**config.mk**
```make
export PLATFORM = sky130hd
export DESIGN_NAME = pt_walker
export DESIGN_NICKNAME = d
export VERILOG_FILES = /design/src/rtl/pw_pkg.sv /design/src/rtl/pw_rst_sync.sv /design/src/rtl/pw_addr_gen.sv /design/src/rtl/pw_entry_check.sv /design/src/rtl/pt_walker.sv
export SDC_FILE = /design/constraint.sdc
export NUM_CORES = 1
export LEC_CHECK = 0
export BUFFER_PORTS_ARGS = -buffer_cell sky130_fd_sc_hd__buf_2
export CORE_UTILIZATION = 30
export DETAILED_ROUTE_END_ITERATION = 8
export SETUP_SLACK_MARGIN = 0.15
export SYNTH_ARGS = -nofsm -noshare
export SYNTH_HDL_FRONTEND = slang
export SYNTH_HIERARCHICAL = 1
export SYNTH_SLANG_ARGS = --single-unit
```
**constraint.sdc**
```tcl
create_clock -name clk -period 4.85 [get_ports clk]
set_clock_uncertainty 0.05 [all_clocks]
set_input_delay 0.97 -clock clk [delete_from_list [all_inputs] [get_ports clk]]
set_output_delay 0.97 -clock clk [all_outputs]
set_load 0.05 [all_outputs]
```
**src/rtl/pw_pkg.sv**
```systemverilog
package pw_pkg;
  localparam int unsigned PW_AW    = 32;
  localparam int unsigned PW_OFF_W = 12;
  localparam int unsigned PW_IDX_W = 10;

  // entry flag positions
  localparam int unsigned PW_E_P  = 0;
  localparam int unsigned PW_E_RW = 1;
  localparam int unsigned PW_E_US = 2;
  localparam int unsigned PW_E_A  = 5;
  localparam int unsigned PW_E_D  = 6;

  typedef enum logic [2:0] {
    ST_IDLE   = 3'd0,
    ST_DIR_RD = 3'd1,
    ST_TBL_RD = 3'd2,
    ST_DIR_WB = 3'd3,
    ST_TBL_WB = 3'd4,
    ST_RESP   = 3'd5
  } pw_state_e;

  typedef struct packed {
    logic user;
    logic write;
    logic prot;
  } pw_fcode_t;
endpackage

```
**src/rtl/pw_rst_sync.sv**
```systemverilog
module pw_rst_sync (
  input  logic clk,
  input  logic rst_n,
  output logic rst_s_n
);
  logic [1:0] sync_q;

  always_ff @(posedge clk or negedge rst_n) begin
    if (!rst_n) sync_q <= 2'b00;
    else        sync_q <= {sync_q[0], 1'b1};
  end

  assign rst_s_n = sync_q[1];
endmodule

```
**src/rtl/pw_addr_gen.sv**
```systemverilog
module pw_addr_gen #(
  parameter int unsigned AW    = pw_pkg::PW_AW,
  parameter int unsigned OFF_W = pw_pkg::PW_OFF_W,
  parameter int unsigned IDX_W = pw_pkg::PW_IDX_W
) (
  input  logic [AW-OFF_W-1:0] dir_frame,
  input  logic [AW-OFF_W-1:0] tbl_frame,
  input  logic [AW-1:0]       laddr,
  input  logic                sel_tbl,
  output logic [AW-1:0]       ent_addr
);
  localparam int unsigned ESZ_LG = OFF_W - IDX_W;
  localparam int unsigned DIR_LO = AW - IDX_W;
  localparam int unsigned TBL_LO = OFF_W;

  logic [IDX_W-1:0] dir_idx, tbl_idx;

  assign dir_idx = laddr[DIR_LO +: IDX_W];
  assign tbl_idx = laddr[TBL_LO +: IDX_W];

  always_comb begin
    if (sel_tbl) ent_addr = {tbl_frame, tbl_idx, {ESZ_LG{1'b0}}};
    else         ent_addr = {dir_frame, dir_idx, {ESZ_LG{1'b0}}};
  end
endmodule

```
**src/rtl/pw_entry_check.sv**
```systemverilog
module pw_entry_check #(
  parameter int unsigned AW = pw_pkg::PW_AW
) (
  input  logic [AW-1:0] entry,
  input  logic          is_leaf,
  input  logic          is_write,
  input  logic          is_user,
  output logic          present,
  output logic          perm_ok,
  output logic [AW-1:0] upd,
  output logic          changed
);
  import pw_pkg::*;

  logic user_deny, write_deny;

  always_comb begin
    present    = entry[PW_E_P];
    user_deny  = is_user && !entry[PW_E_US];
    write_deny = is_user && is_write && !entry[PW_E_RW];
    perm_ok    = !user_deny && !write_deny;
    upd        = entry;
    upd[PW_E_A] = 1'b1;
    if (is_leaf && is_write) upd[PW_E_D] = 1'b1;
    changed    = (upd != entry);
  end

  // the written-back image always carries the accessed flag
  always_comb begin
    a_r8_upd_accessed: assert (upd[PW_E_A] === 1'b1 || $isunknown(entry));
  end
endmodule

```
**src/rtl/pt_walker.sv**
```systemverilog
module pt_walker #(
  parameter int unsigned AW    = pw_pkg::PW_AW,
  parameter int unsigned OFF_W = pw_pkg::PW_OFF_W,
  parameter int unsigned IDX_W = pw_pkg::PW_IDX_W
) (
  input  logic          clk,
  input  logic          rst_n,
  input  logic          ctl_pe,
  input  logic          ctl_pg,
  input  logic [AW-1:0] ctl_dir_base,
  input  logic          req_valid,
  output logic          req_ready,
  input  logic [AW-1:0] req_laddr,
  input  logic          req_write,
  input  logic          req_user,
  output logic          rsp_valid,
  input  logic          rsp_ready,
  output logic [AW-1:0] rsp_paddr,
  output logic          rsp_fault,
  output logic [2:0]    rsp_code,
  output logic          mem_req,
  output logic          mem_we,
  output logic [AW-1:0] mem_addr,
  output logic [AW-1:0] mem_wdata,
  input  logic          mem_ack,
  input  logic [AW-1:0] mem_rdata
);
  import pw_pkg::*;

  localparam int unsigned FRAME_W = AW - OFF_W;

  logic rst_s_n;

  pw_state_e st_q, st_d;
  logic [AW-1:0]      laddr_q;
  logic               wr_q, usr_q, pgon_q;
  logic [FRAME_W-1:0] base_q;
  logic [AW-1:0]      pde_q, pte_q;
  logic               pde_chg_q, pte_chg_q;
  logic [AW-1:0]      paddr_q, paddr_d;
  logic               fault_q, fault_d;
  pw_fcode_t          code_q, code_d;

  logic accept_en, pde_en, pte_en, rsp_ld;
  logic pg_now, sel_tbl;
  logic chk_present, chk_perm_ok, chk_changed;
  logic [AW-1:0] chk_upd;

  pw_rst_sync u_rst_sync (
    .clk     (clk),
    .rst_n   (rst_n),
    .rst_s_n (rst_s_n)
  );

  assign sel_tbl = (st_q == ST_TBL_RD) || (st_q == ST_TBL_WB);

  pw_addr_gen #(.AW(AW), .OFF_W(OFF_W), .IDX_W(IDX_W)) u_addr_gen (
    .dir_frame (base_q),
    .tbl_frame (pde_q[AW-1:OFF_W]),
    .laddr     (laddr_q),
    .sel_tbl   (sel_tbl),
    .ent_addr  (mem_addr)
  );

  pw_entry_check #(.AW(AW)) u_entry_check (
    .entry    (mem_rdata),
    .is_leaf  (st_q == ST_TBL_RD),
    .is_write (wr_q),
    .is_user  (usr_q),
    .present  (chk_present),
    .perm_ok  (chk_perm_ok),
    .upd      (chk_upd),
    .changed  (chk_changed)
  );

  assign pg_now    = ctl_pe && ctl_pg;
  assign accept_en = (st_q == ST_IDLE) && req_valid;
  assign pde_en    = (st_q == ST_DIR_RD) && mem_ack;
  assign pte_en    = (st_q == ST_TBL_RD) && mem_ack;

  // next state and response values
  always_comb begin
    st_d    = st_q;
    rsp_ld  = 1'b0;
    paddr_d = '0;
    fault_d = 1'b0;
    code_d  = '0;
    unique case (st_q)
      ST_IDLE: begin
        if (req_valid) begin
          if (pg_now) begin
            st_d = ST_DIR_RD;
          end else begin
            st_d    = ST_RESP;
            rsp_ld  = 1'b1;
            paddr_d = req_laddr;
          end
        end
      end
      ST_DIR_RD, ST_TBL_RD: begin
        if (mem_ack) begin
          if (!chk_present || !chk_perm_ok) begin
            st_d    = ST_RESP;
            rsp_ld  = 1'b1;
            fault_d = 1'b1;
            code_d  = '{user: usr_q, write: wr_q, prot: chk_present};
          end else if (st_q == ST_DIR_RD) begin
            st_d = ST_TBL_RD;
          end else begin
            rsp_ld  = 1'b1;
            paddr_d = {mem_rdata[AW-1:OFF_W], laddr_q[OFF_W-1:0]};
            if (pde_chg_q)        st_d = ST_DIR_WB;
            else if (chk_changed) st_d = ST_TBL_WB;
            else                  st_d = ST_RESP;
          end
        end
      end
      ST_DIR_WB: begin
        if (mem_ack) st_d = pte_chg_q ? ST_TBL_WB : ST_RESP;
      end
      ST_TBL_WB: begin
        if (mem_ack) st_d = ST_RESP;
      end
      ST_RESP: begin
        if (rsp_ready) st_d = ST_IDLE;
      end
      default: st_d = ST_IDLE;
    endcase
  end

  always_ff @(posedge clk or negedge rst_s_n) begin
    if (!rst_s_n) st_q <= ST_IDLE;
    else          st_q <= st_d;
  end

  always_ff @(posedge clk or negedge rst_s_n) begin
    if (!rst_s_n) begin
      laddr_q <= '0;
      wr_q    <= 1'b0;
      usr_q   <= 1'b0;
      pgon_q  <= 1'b0;
      base_q  <= '0;
    end else if (accept_en) begin
      laddr_q <= req_laddr;
      wr_q    <= req_write;
      usr_q   <= req_user;
      pgon_q  <= pg_now;
      base_q  <= ctl_dir_base[AW-1:OFF_W];
    end
  end

  always_ff @(posedge clk or negedge rst_s_n) begin
    if (!rst_s_n) begin
      pde_q     <= '0;
      pde_chg_q <= 1'b0;
    end else if (pde_en) begin
      pde_q     <= chk_upd;
      pde_chg_q <= chk_changed;
    end
  end

  always_ff @(posedge clk or negedge rst_s_n) begin
    if (!rst_s_n) begin
      pte_q     <= '0;
      pte_chg_q <= 1'b0;
    end else if (pte_en) begin
      pte_q     <= chk_upd;
      pte_chg_q <= chk_changed;
    end
  end

  always_ff @(posedge clk or negedge rst_s_n) begin
    if (!rst_s_n) begin
      paddr_q <= '0;
      fault_q <= 1'b0;
      code_q  <= '0;
    end else if (rsp_ld) begin
      paddr_q <= paddr_d;
      fault_q <= fault_d;
      code_q  <= code_d;
    end
  end

  assign req_ready = (st_q == ST_IDLE);
  assign rsp_valid = (st_q == ST_RESP);
  assign rsp_paddr = paddr_q;
  assign rsp_fault = fault_q;
  assign rsp_code  = code_q;
  assign mem_req   = (st_q == ST_DIR_RD) || (st_q == ST_TBL_RD) ||
                     (st_q == ST_DIR_WB) || (st_q == ST_TBL_WB);
  assign mem_we    = (st_q == ST_DIR_WB) || (st_q == ST_TBL_WB);
  assign mem_wdata = (st_q == ST_DIR_WB) ? pde_q : pte_q;

  a_r10_mem_hold: assert property (@(posedge clk) disable iff (!rst_s_n)
    (mem_req && !mem_ack) |=> (mem_req && $stable(mem_addr) && $stable(mem_we) && $stable(mem_wdata)));

  a_r11_rsp_hold: assert property (@(posedge clk) disable iff (!rst_s_n)
    (rsp_valid && !rsp_ready) |=> (rsp_valid && $stable(rsp_paddr) && $stable(rsp_fault) && $stable(rsp_code)));

  a_r11_ready_idle: assert property (@(posedge clk) disable iff (!rst_s_n)
    req_ready |-> (!rsp_valid && !mem_req));

  a_r4_bypass_quiet: assert property (@(posedge clk) disable iff (!rst_s_n)
    mem_req |-> pgon_q);

  a_r1_offset_kept: assert property (@(posedge clk) disable iff (!rst_s_n)
    (rsp_valid && !rsp_fault) |-> (rsp_paddr[OFF_W-1:0] == laddr_q[OFF_W-1:0]));

  a_r7_fault_zero_pa: assert property (@(posedge clk) disable iff (!rst_s_n)
    (rsp_valid && rsp_fault) |-> (rsp_paddr == '0 && rsp_code[1] == wr_q && rsp_code[2] == usr_q));

  a_r8_wb_flags: assert property (@(posedge clk) disable iff (!rst_s_n)
    (mem_req && mem_we) |-> (mem_wdata[PW_E_A] && mem_wdata[PW_E_P]));
endmodule

```
==> flow_summary.json, run 1 <==
{
  "postPlaceCellArea_um2": 8880,
  "p_per_area_nw_per_um2": 865,
  "fmax_mhz": 256,
  "power_mw": 8.20,
  "yosys_warnings": 6,
  "fin_cells": 1065,
  "startpoint": "st_q[0]",
  "final_core_util": 0.372,
  "internal-power_mw": 4.38,
  "core_area_um2": 25500,
  "ys_types": 39,
  "antenna_cells": 0,
  "dr.pass1.iters": 4,
  "p_sw_frac": 0.466,
  "wire_per_inst_um": 19.2,
  "crit_required_ns": 3.83,
  "grt_pass1_wl_mm": 30.9,
  "power_frac_seq": 0.294,
  "min_path_type": "primary input to asynchronous set/reset pin",
  "start_util": 0.309,
  "async_reset_ff_frac": 1.00,
  "combPwrFrac": 0.536,
  "port_buffers": 194,
  "tritoncts": "done",
  "synth_flop_cell": "dfrtp_1",
  "grt_pass1_vias": 5163,
  "nets": 827,
  "holdWs_ns": 0.265,
  "drv_slew": 0,
  "hpwl_mm": 13.0,
  "post-route-drc-count": 0,
  "post_cts_buffers": 0,
  "vias": 5034,
  "fin_crit_ns": 3.91,
  "crit_arrival_ns": 2.89,
  "ys_ff_latch": 161,
  "ir_drop_uv": 407,
  "grt_max_degree": 86,
  "finalSetupTns_ns": 0,
  "insertion_delay_ns": 0.42,
  "final_area_um2": 9480,
  "timing_hold_violations_final": 0,
  "run_status": "completed",
  "dieWidth_um": 164,
  "rsz0062_at_grt": "no",
  "seq_area_frac_synth": 0.512,
  "rows": 58,
  "maxSlewHeadroom": 0.299,
  "crit_fanout": 23,
  "seq_area_um2": 4030,
  "setup_ws_ns": 0.943,
  "synth_area_um2": 7870,
  "clk_path_buf_depth": 2,
  "finalWirelength_mm": 20.4,
  "synth-edff-count": 0,
  "numCtsBuffers": 17,
  "overflow": 0,
  "avgSynthCellArea_um2": 13.7,
  "die_area_um2": 26900,
  "fin_crit_sh": 0.806,
  "criticalPathCategory": "register to output port",
  "final-setup-viol-count": 0,
  "startpoint_type": "register",
  "die_h_um": 164,
  "track_usage": 0.155,
  "synth_cells": 573,
  "postRouteAntennaNets": 0,
  "place_congestion": 0.728,
  "final_common_cell": "buf_2",
  "numClockSinks": 161,
  "layout-drive-gt1-share": 0.615,
  "most-common-layout-cells": "buf_2 (194), dfrtp_1 (160), mux2_2 (147), nand2_1 (38), o22ai_1 (35)",
  "reg2reg_from": "st_q[0]",
  "pre_cts_ws_ns": 1.31,
  "p_clk_frac": 0.170,
  "vias_per_cell": 4.73,
  "worst_pin_slew_ns": 1.05,
  "ctsHoldBuffers": 0,
  "drtIter0Drc": 261,
  "final.fill_count": 2499,
  "area_delta_synth_final_pct": 20.5,
  "grt_antenna_before_repair": 0,
  "p_leak_nw": 4.33,
  "maxCapViolCount": 0,
  "path_clk_slew_ns": 0.07,
  "h-tree-depth": 4,
  "cp-end-kind": "output port",
  "p_sw_mw": 3.82,
  "dpl.cell_count": 1033,
  "clockRootBuffer": "clkbuf_16",
  "ios": 209,
  "cts_resized": 0,
  "multiInputGateArea_um2": 3370
}
## cell families after synthesis
| logic type | Yosys count | share of synthesized area |
|---|---|---|
| AOI/OAI and AO/OA | 83 | 0.103 |
| other | 3 | 0.00143 |
| and+or+nand+nor | 65 | 0.0409 |
| xor gates and xnor gates | 1 | 0.00111 |
| muxes | 184 | 0.277 |
| buffers and inverters | 76 | 0.0644 |
| DFF | 161 | 0.512 |
## final cells by class
| cell class | instances | area share |
|---|---|---|
| flip-flops and latches | 161 | 0.425 |
| clock buffers | 17 | 0.0449 |
| repair buffers | 203 | 0.112 |
| inverters | 2 | 0.000792 |
| clock inverters | 15 | 0.0179 |
| well taps | 330 | 0.0436 |
| multi-input cells | 337 | 0.355 |
## critical path, stage by stage (launching register included)
cell	delay, ns
dfrtp_1	0.69
nand3b_1	0.80
buf_12	0.45
mux2_2	0.24
buf_2	0.27
## cell usage after synthesis, types with 2 or more instances
| master | number | area [um2] |
|---|---|---|
| dfrtp_1 | 161 | 4030 |
| mux2_2 | 147 | 1660 |
| buf_4 | 40 | 300 |
| nand2_1 | 38 | 143 |
| o22ai_1 | 35 | 219 |
| a2bb2oi_2 | 30 | 450 |
| mux2_4 | 30 | 450 |
| buf_2 | 21 | 105 |
| clkbuf_1 | 7 | 26.3 |
| nand2b_1 | 7 | 43.8 |
| buf_6 | 6 | 67.6 |
| mux2_1 | 6 | 67.6 |
| nor2_1 | 5 | 18.8 |
| a21oi_1 | 4 | 20.0 |
| conb_1 | 3 | 11.3 |
| a21o_1 | 2 | 15.0 |
| a22o_1 | 2 | 17.5 |
| a2bb2oi_1 | 2 | 17.5 |
| and2_1 | 2 | 12.5 |
| inv_1 | 2 | 7.51 |
| nor2b_1 | 2 | 12.5 |
| nor3_1 | 2 | 10.0 |
| o21a_1 | 2 | 15.0 |
| o21ai_1 | 2 | 10.0 |
## state kept, by name (all words and copies together) (netlist names), 2 cells and up
name,flops
pte_q,32
rsp_paddr,32
rsp_code,3
pde_q,32
base_q,20
st_q,3
laddr_q,32
u_rst_sync/sync_q,2
## metal layers
metal  track usage  up-vias  part of all wire
met1         0.210     2554              0.47
met4        0.0316        0            0.0069
li1              -     2333                 -
met5             0        -                 0
met2         0.247      136              0.47
met3        0.0444       11             0.058
## power by group through the flow
stage	registers, mW	clock network [mW]	logic [mW]
3_3_place_gp	2.41	0	4.41
5_1_grt	2.51	1.50	4.63
2_1_floorplan	2.85	0	3.14
4_1_cts	2.42	1.45	4.45
6_report	2.41	1.39	4.40
3_5_place_dp	2.44	0	4.45
## worst paths after layout
check / endpoint / slack (ns) / cells after the start
worst max-delay path: mem_wdata[0] / 0.94 / 4
worst min-delay path: u_rst_sync/sync_q[0] / 0.26 / 1
worst max register to register: rsp_paddr[16] / 2.07 / 5
worst min register to register: u_rst_sync/sync_q[1] / 0.30 / 0
max in group asynchronous: rsp_paddr[8] / 3.22 / 1
min in group clk: u_rst_sync/sync_q[1] / 0.30 / 0
Note: power is estimated with default switching activity, not from simulation.
==> run 2, diff against run 1 <==
Clock period 4.85 ns to 3.85 ns, I/O delays scaled along.
==> run 2 against run 1 <==
Compared with the run above: critical path depth is 1 higher; wire length is 0.98% lower; die area unchanged; power rose by 27%; combinational power grew 26%; critical endpoint is now mem_addr[10].
==> flow_summary.json, run 2 (synthesis gave the netlist of run 1 again) <==
{
  "crit_fanout": 23,
  "seq_area_um2": 4030,
  "final-setup-viol-count": 0,
  "grt_pass1_wl_mm": 31.2,
  "clk_path_buf_depth": 2,
  "vias": 5103,
  "ir_drop_uv": 627,
  "p_leak_nw": 4.35,
  "run_status": "completed",
  "timing_hold_violations_final": 0,
  "reg2reg_from": "st_q[2]",
  "grt_pass1_vias": 5276,
  "grt_max_degree": 57,
  "numClockSinks": 161,
  "core_area_um2": 25500,
  "startpoint_type": "register",
  "vias_per_cell": 4.79,
  "min_path_type": "primary input to asynchronous set/reset pin",
  "nets": 828,
  "track_usage": 0.156,
  "pre_cts_ws_ns": 0.746,
  "dr.pass1.iters": 5,
  "final_common_cell": "buf_2",
  "crit_required_ns": 3.03,
  "start_util": 0.309,
  "ctsHoldBuffers": 0,
  "h-tree-depth": 4,
  "finalWirelength_mm": 20.2,
  "fin_crit_sh": 0.918,
  "holdWs_ns": 0.0719,
  "final_core_util": 0.375,
  "finalSetupTns_ns": 0,
  "rsz0062_at_grt": "no",
  "worst_pin_slew_ns": 0.873,
  "cp-endpoint": "mem_addr[10]",
  "maxSlewHeadroom": 0.418,
  "reg2reg_depth": 4,
  "antenna_cells": 0,
  "insertion_delay_ns": 0.42,
  "drtIter0Drc": 238,
  "fin_crit_ns": 3.53,
  "area_delta_synth_final_pct": 21.3,
  "port_buffers": 194,
  "reg2reg_to": "rsp_paddr[0]",
  "path_clk_slew_ns": 0.07,
  "maxCapViolCount": 0,
  "p_per_area_nw_per_um2": 1090,
  "cp-end-kind": "output port",
  "tritoncts": "done",
  "fmax_mhz": 283,
  "multiInputGateArea_um2": 3370,
  "wire_per_inst_um": 19.0,
  "criticalPathCategory": "register to output port",
  "place_congestion": 0.750,
  "most-common-layout-cells": "buf_2 (194), dfrtp_1 (160), mux2_2 (147), nand2_1 (38), o22ai_1 (35)",
  "numCtsBuffers": 17,
  "hpwl_mm": 13.2,
  "drv_slew": 0,
  "layout-drive-gt1-share": 0.615,
  "clockRootBuffer": "clkbuf_16",
  "post_cts_buffers": 0,
  "crit_arrival_ns": 2.71,
  "post-route-drc-count": 0,
  "startpoint": "st_q[2]",
  "r2r_slack_ns": 1.43,
  "cts_resized": 0,
  "rows": 58,
  "setup_ws_ns": 0.316,
  "die_h_um": 164,
  "die_area_um2": 26900,
  "dieWidth_um": 164,
  "ios": 209,
  "final.fill_count": 2499,
  "overflow": 0,
  "postRouteAntennaNets": 0,
  "grt_antenna_before_repair": 1
}
[run 2: cell types whose count changed in the layout (fill, tap and decap cells not counted)]
cell	delta
buf_12	+2
inv_8	-1
inv_6	+1
buf_4	-1
clkinv_2	-2
bufinv_16	+1
clkbuf_8	+1
[run 2: layout make-up]
cell class / instances / area share
sequential: 161 / 0.423
multi-input combinational: 337 / 0.353
timing repair buffer: 204 / 0.115
clock buffer: 18 / 0.0460
tap: 330 / 0.0433
clock inverter: 14 / 0.0197
inverter: 2 / 0.000787
[run 2: worst min path at each step]
stage | cells past startpoint | endpoint | slack [ns] | startpoint
2_1_floorplan | 0 | u_rst_sync/sync_q[1] | 0.28 | u_rst_sync/sync_q[0]
3_3_place_gp | 0 | u_rst_sync/sync_q[1] | 0.29 | u_rst_sync/sync_q[0]
3_5_place_dp | 0 | u_rst_sync/sync_q[1] | 0.29 | u_rst_sync/sync_q[0]
4_1_cts | 1 | u_rst_sync/sync_q[1] | 0.04 | rst_n
5_1_grt | 1 | u_rst_sync/sync_q[1] | 0.04 | rst_n
6_report | 1 | u_rst_sync/sync_q[0] | 0.07 | rst_n
[run 2: layer usage]
metal	track usage	vias to the layer above	part of all wire
met5	0	-	0
met4	0.0366	0	0.0055
met3	0.0472	7	0.063
met2	0.249	142	0.47
met1	0.205	2611	0.46
li1	-	2343	-
[run 2: metrics by stage]
step / instances / area (um2) / power [mW]
after floorplan: 574 / 7880 / 7.54
after global placement: 1034 / 8920 / 8.62
after detailed placement: 1034 / 8920 / 8.69
after CTS: 1066 / 9540 / 10.6
after global routing: 1066 / 9540 / 11.0
final: 1066 / 9540 / 10.4
[run 2: report_power, final]
group,internal [mW],total (mW),switching (mW),leakage [nW]
Sequential,2.51,3.03,0.519,1.94
Combinational,2.05,5.56,3.51,2.10
Clock,1.06,1.84,0.776,0.304
Total,5.62,10.4,4.80,4.35
[run 2: critical path, cell delays in order (launching register included)]
cell	delay [ns]
dfrtp_1	0.69
nand2b_1	0.23
a21oi_4	0.52
buf_12	0.30
mux2_4	0.33
buf_2	0.21
==> run 3, diff against run 2 <==
Settings changed: ABC_AREA set to 1.
==> run 3 against run 2 <==
Compared with the run above: critical endpoint is now mem_addr[28]; clock power down 4%; synthesized cell count grew 80%; sequential power shrank 5%; sequential cell count did not move; sequential share of layout area grew 1.0 points; critical path depth up 2; fmax is 12% higher; largest power group unchanged; register-to-register slack improved by 0.14 ns; first-iteration DRC count increased by 110%; utilization down 0.76 points; area after synthesis decreased by 0.64%; cell count up 42%; largest cell class unchanged.
==> flow_summary.json, run 3 <==
{
  "run_status": "completed",
  "avgSynthCellArea_um2": 7.58,
  "path_clk_slew_ns": 0.07,
  "grt_antenna_before_repair": 2,
  "crit_required_ns": 3.03,
  "track_usage": 0.177,
  "ys_types": 24,
  "port_buffers": 194,
  "fmax_mhz": 317,
  "finalSetupTns_ns": 0,
  "clk_path_buf_depth": 2,
  "criticalPathCategory": "register to output port",
  "dieWidth_um": 163,
  "pre_cts_ws_ns": 1.14,
  "start_util": 0.308,
  "grt_max_degree": 74,
  "numCtsBuffers": 17,
  "crit_arrival_ns": 2.33,
  "final-setup-viol-count": 0,
  "reg2reg_from": "st_q[0]",
  "fin_cells": 1514,
  "netlist.area_leader.share": 0.515,
  "cp-end-kind": "output port",
  "path_cells": "inv_1 -> nand2_4 -> nand2_1 -> inv_2 -> nand2_1 -> nand2_1 -> buf_2",
  "drtIter0Drc": 509,
  "holdWs_ns": 0.0728,
  "multiInputGateArea_um2": 2920,
  "worst_pin_slew_ns": 1.01,
  "yosysMostFrequentCell": "nand2_1",
  "timing_hold_violations_final": 0,
  "crit_fanout": 30,
  "ir_drop_uv": 588,
  "postPlaceCellArea_um2": 8730,
  "area_delta_synth_final_pct": 19.2,
  "tritoncts": "done",
  "die_area_um2": 26700,
  "min_path_type": "primary input to asynchronous set/reset pin",
  "synth_commonest_cells": "nand2_1 (459), dfrtp_1 (161), nor2_1 (90)",
  "seq_area_frac_synth": 0.515,
  "r2r_slack_ns": 1.57,
  "vias": 6690,
  "final_area_um2": 9320,
  "p_leak_nw": 5.45,
  "most-common-layout-cells": "nand2_1 (458), buf_2 (194), dfrtp_1 (160), nor2_1 (90), inv_1 (79)",
  "post-route-drc-count": 0,
  "synth_flop_cell": "dfrtp_1",
  "synth_area_leader_cell": "dfrtp_1",
  "dr.pass1.iters": 7,
  "fin_crit_sh": 0.818,
  "reg2reg_to": "rsp_paddr[29]",
  "grt_pass1_wl_mm": 36.1,
  "final.fill_count": 2760,
  "rows": 58,
  "crit_slowest_cell": "dfrtp_1",
  "setup_ws_ns": 0.700,
  "insertion_delay_ns": 0.42,
  "cts_resized": 0,
  "wire_per_inst_um": 15.2,
  "ios": 209,
  "die_h_um": 163,
  "reg2reg_depth": 8,
  "synth_cells": 1031,
  "maxCapViolCount": 0,
  "startpoint_type": "register",
  "clockRootBuffer": "clkbuf_16",
  "yosys_warnings": 6,
  "layout-drive-gt1-share": 0.226,
  "ctsHoldBuffers": 0,
  "maxSlewHeadroom": 0.324,
  "fin_crit_ns": 3.15,
  "place_congestion": 0.791,
  "post_cts_buffers": 0,
  "crit_path_frequent_cell": "nand2_1",
  "grt_pass1_vias": 6527,
  "h-tree-depth": 4,
  "ys_ff_latch": 161,
  "synth_area_um2": 7820,
  "numClockSinks": 161,
  "yosys-top-cells-area": "dfrtp_1 (52%), nand2_1 (22%), nor2_1 (4.3%)",
  "nets": 1275,
  "synth-edff-count": 0,
  "rsz0062_at_grt": "no",
  "hpwl_mm": 15.7,
  "seq_area_um2": 4030,
  "async_reset_ff_frac": 1.00,
  "final_common_cell": "nand2_1",
  "drv_slew": 0,
  "postRouteAntennaNets": 0,
  "core_area_um2": 25400,
  "finalWirelength_mm": 23.0,
  "vias_per_cell": 4.42,
  "dpl.cell_count": 1481,
  "slowest_delay_ns": 0.57,
  "overflow": 0,
  "p_per_area_nw_per_um2": 1010
}
## run 3: how the worst max path moves through the flow
stage / start / endpoint / slack (ns) / depth (start not counted)
2_1_floorplan: u_rst_sync/sync_q[1] / base_q[0] / 1.13 / 0
3_3_place_gp: st_q[0] / mem_addr[2] / 1.16 / 7
5_1_grt: st_q[0] / mem_addr[30] / 0.53 / 7
3_5_place_dp: st_q[0] / mem_addr[6] / 1.14 / 7
4_1_cts: st_q[0] / mem_addr[6] / 0.67 / 7
6_report: st_q[0] / mem_addr[28] / 0.70 / 7
## run 3: cell type report
cell class / count / area share
multi-input combinational: 703 / 0.313
tap: 330 / 0.0443
clock inverter: 13 / 0.0161
inverter: 84 / 0.0338
antenna: 1 / 0.000268
clock buffer: 19 / 0.0475
sequential: 161 / 0.433
timing repair buffer: 203 / 0.113
## run 3: metal layers
metal	GRT usage	vias up	part of all wire
met1	0.241	3127	0.48
li1	-	3364	-
met2	0.285	179	0.46
met3	0.0378	18	0.053
met4	0.0471	2	0.012
met5	0	-	0.00056
## run 3: logic make-up (layout without fill, tap and decap cells)
logic type,Yosys count,in the layout,synth area share
compound gates,82,82,0.0538
other cells,3,5,0.00144
simple gates,617,617,0.317
flops,161,161,0.515
buf+inv,168,319,0.113
## run 3: stage by stage
step	util	power (mW)
6_report	0.367	9.41
3_5_place_dp	0.344	7.73
3_3_place_gp	0.344	7.67
4_1_cts	0.367	9.51
2_1_floorplan	-	6.58
5_1_grt	0.367	10.0
## run 3: power by group
part	switching (mW)	leakage, nW	internal (mW)
sequential	0.450	2.06	2.42
combinational	3.70	3.10	1.08
clock	0.767	0.291	0.990
total	4.92	5.45	4.49
## run 3: worst max-delay path, delay by kind of cell (launching register included)
kind	cells	cell delay, ns
buffers and inverters	3	0.87
flip-flops	1	0.57
AND/OR/NAND/NOR	4	0.44
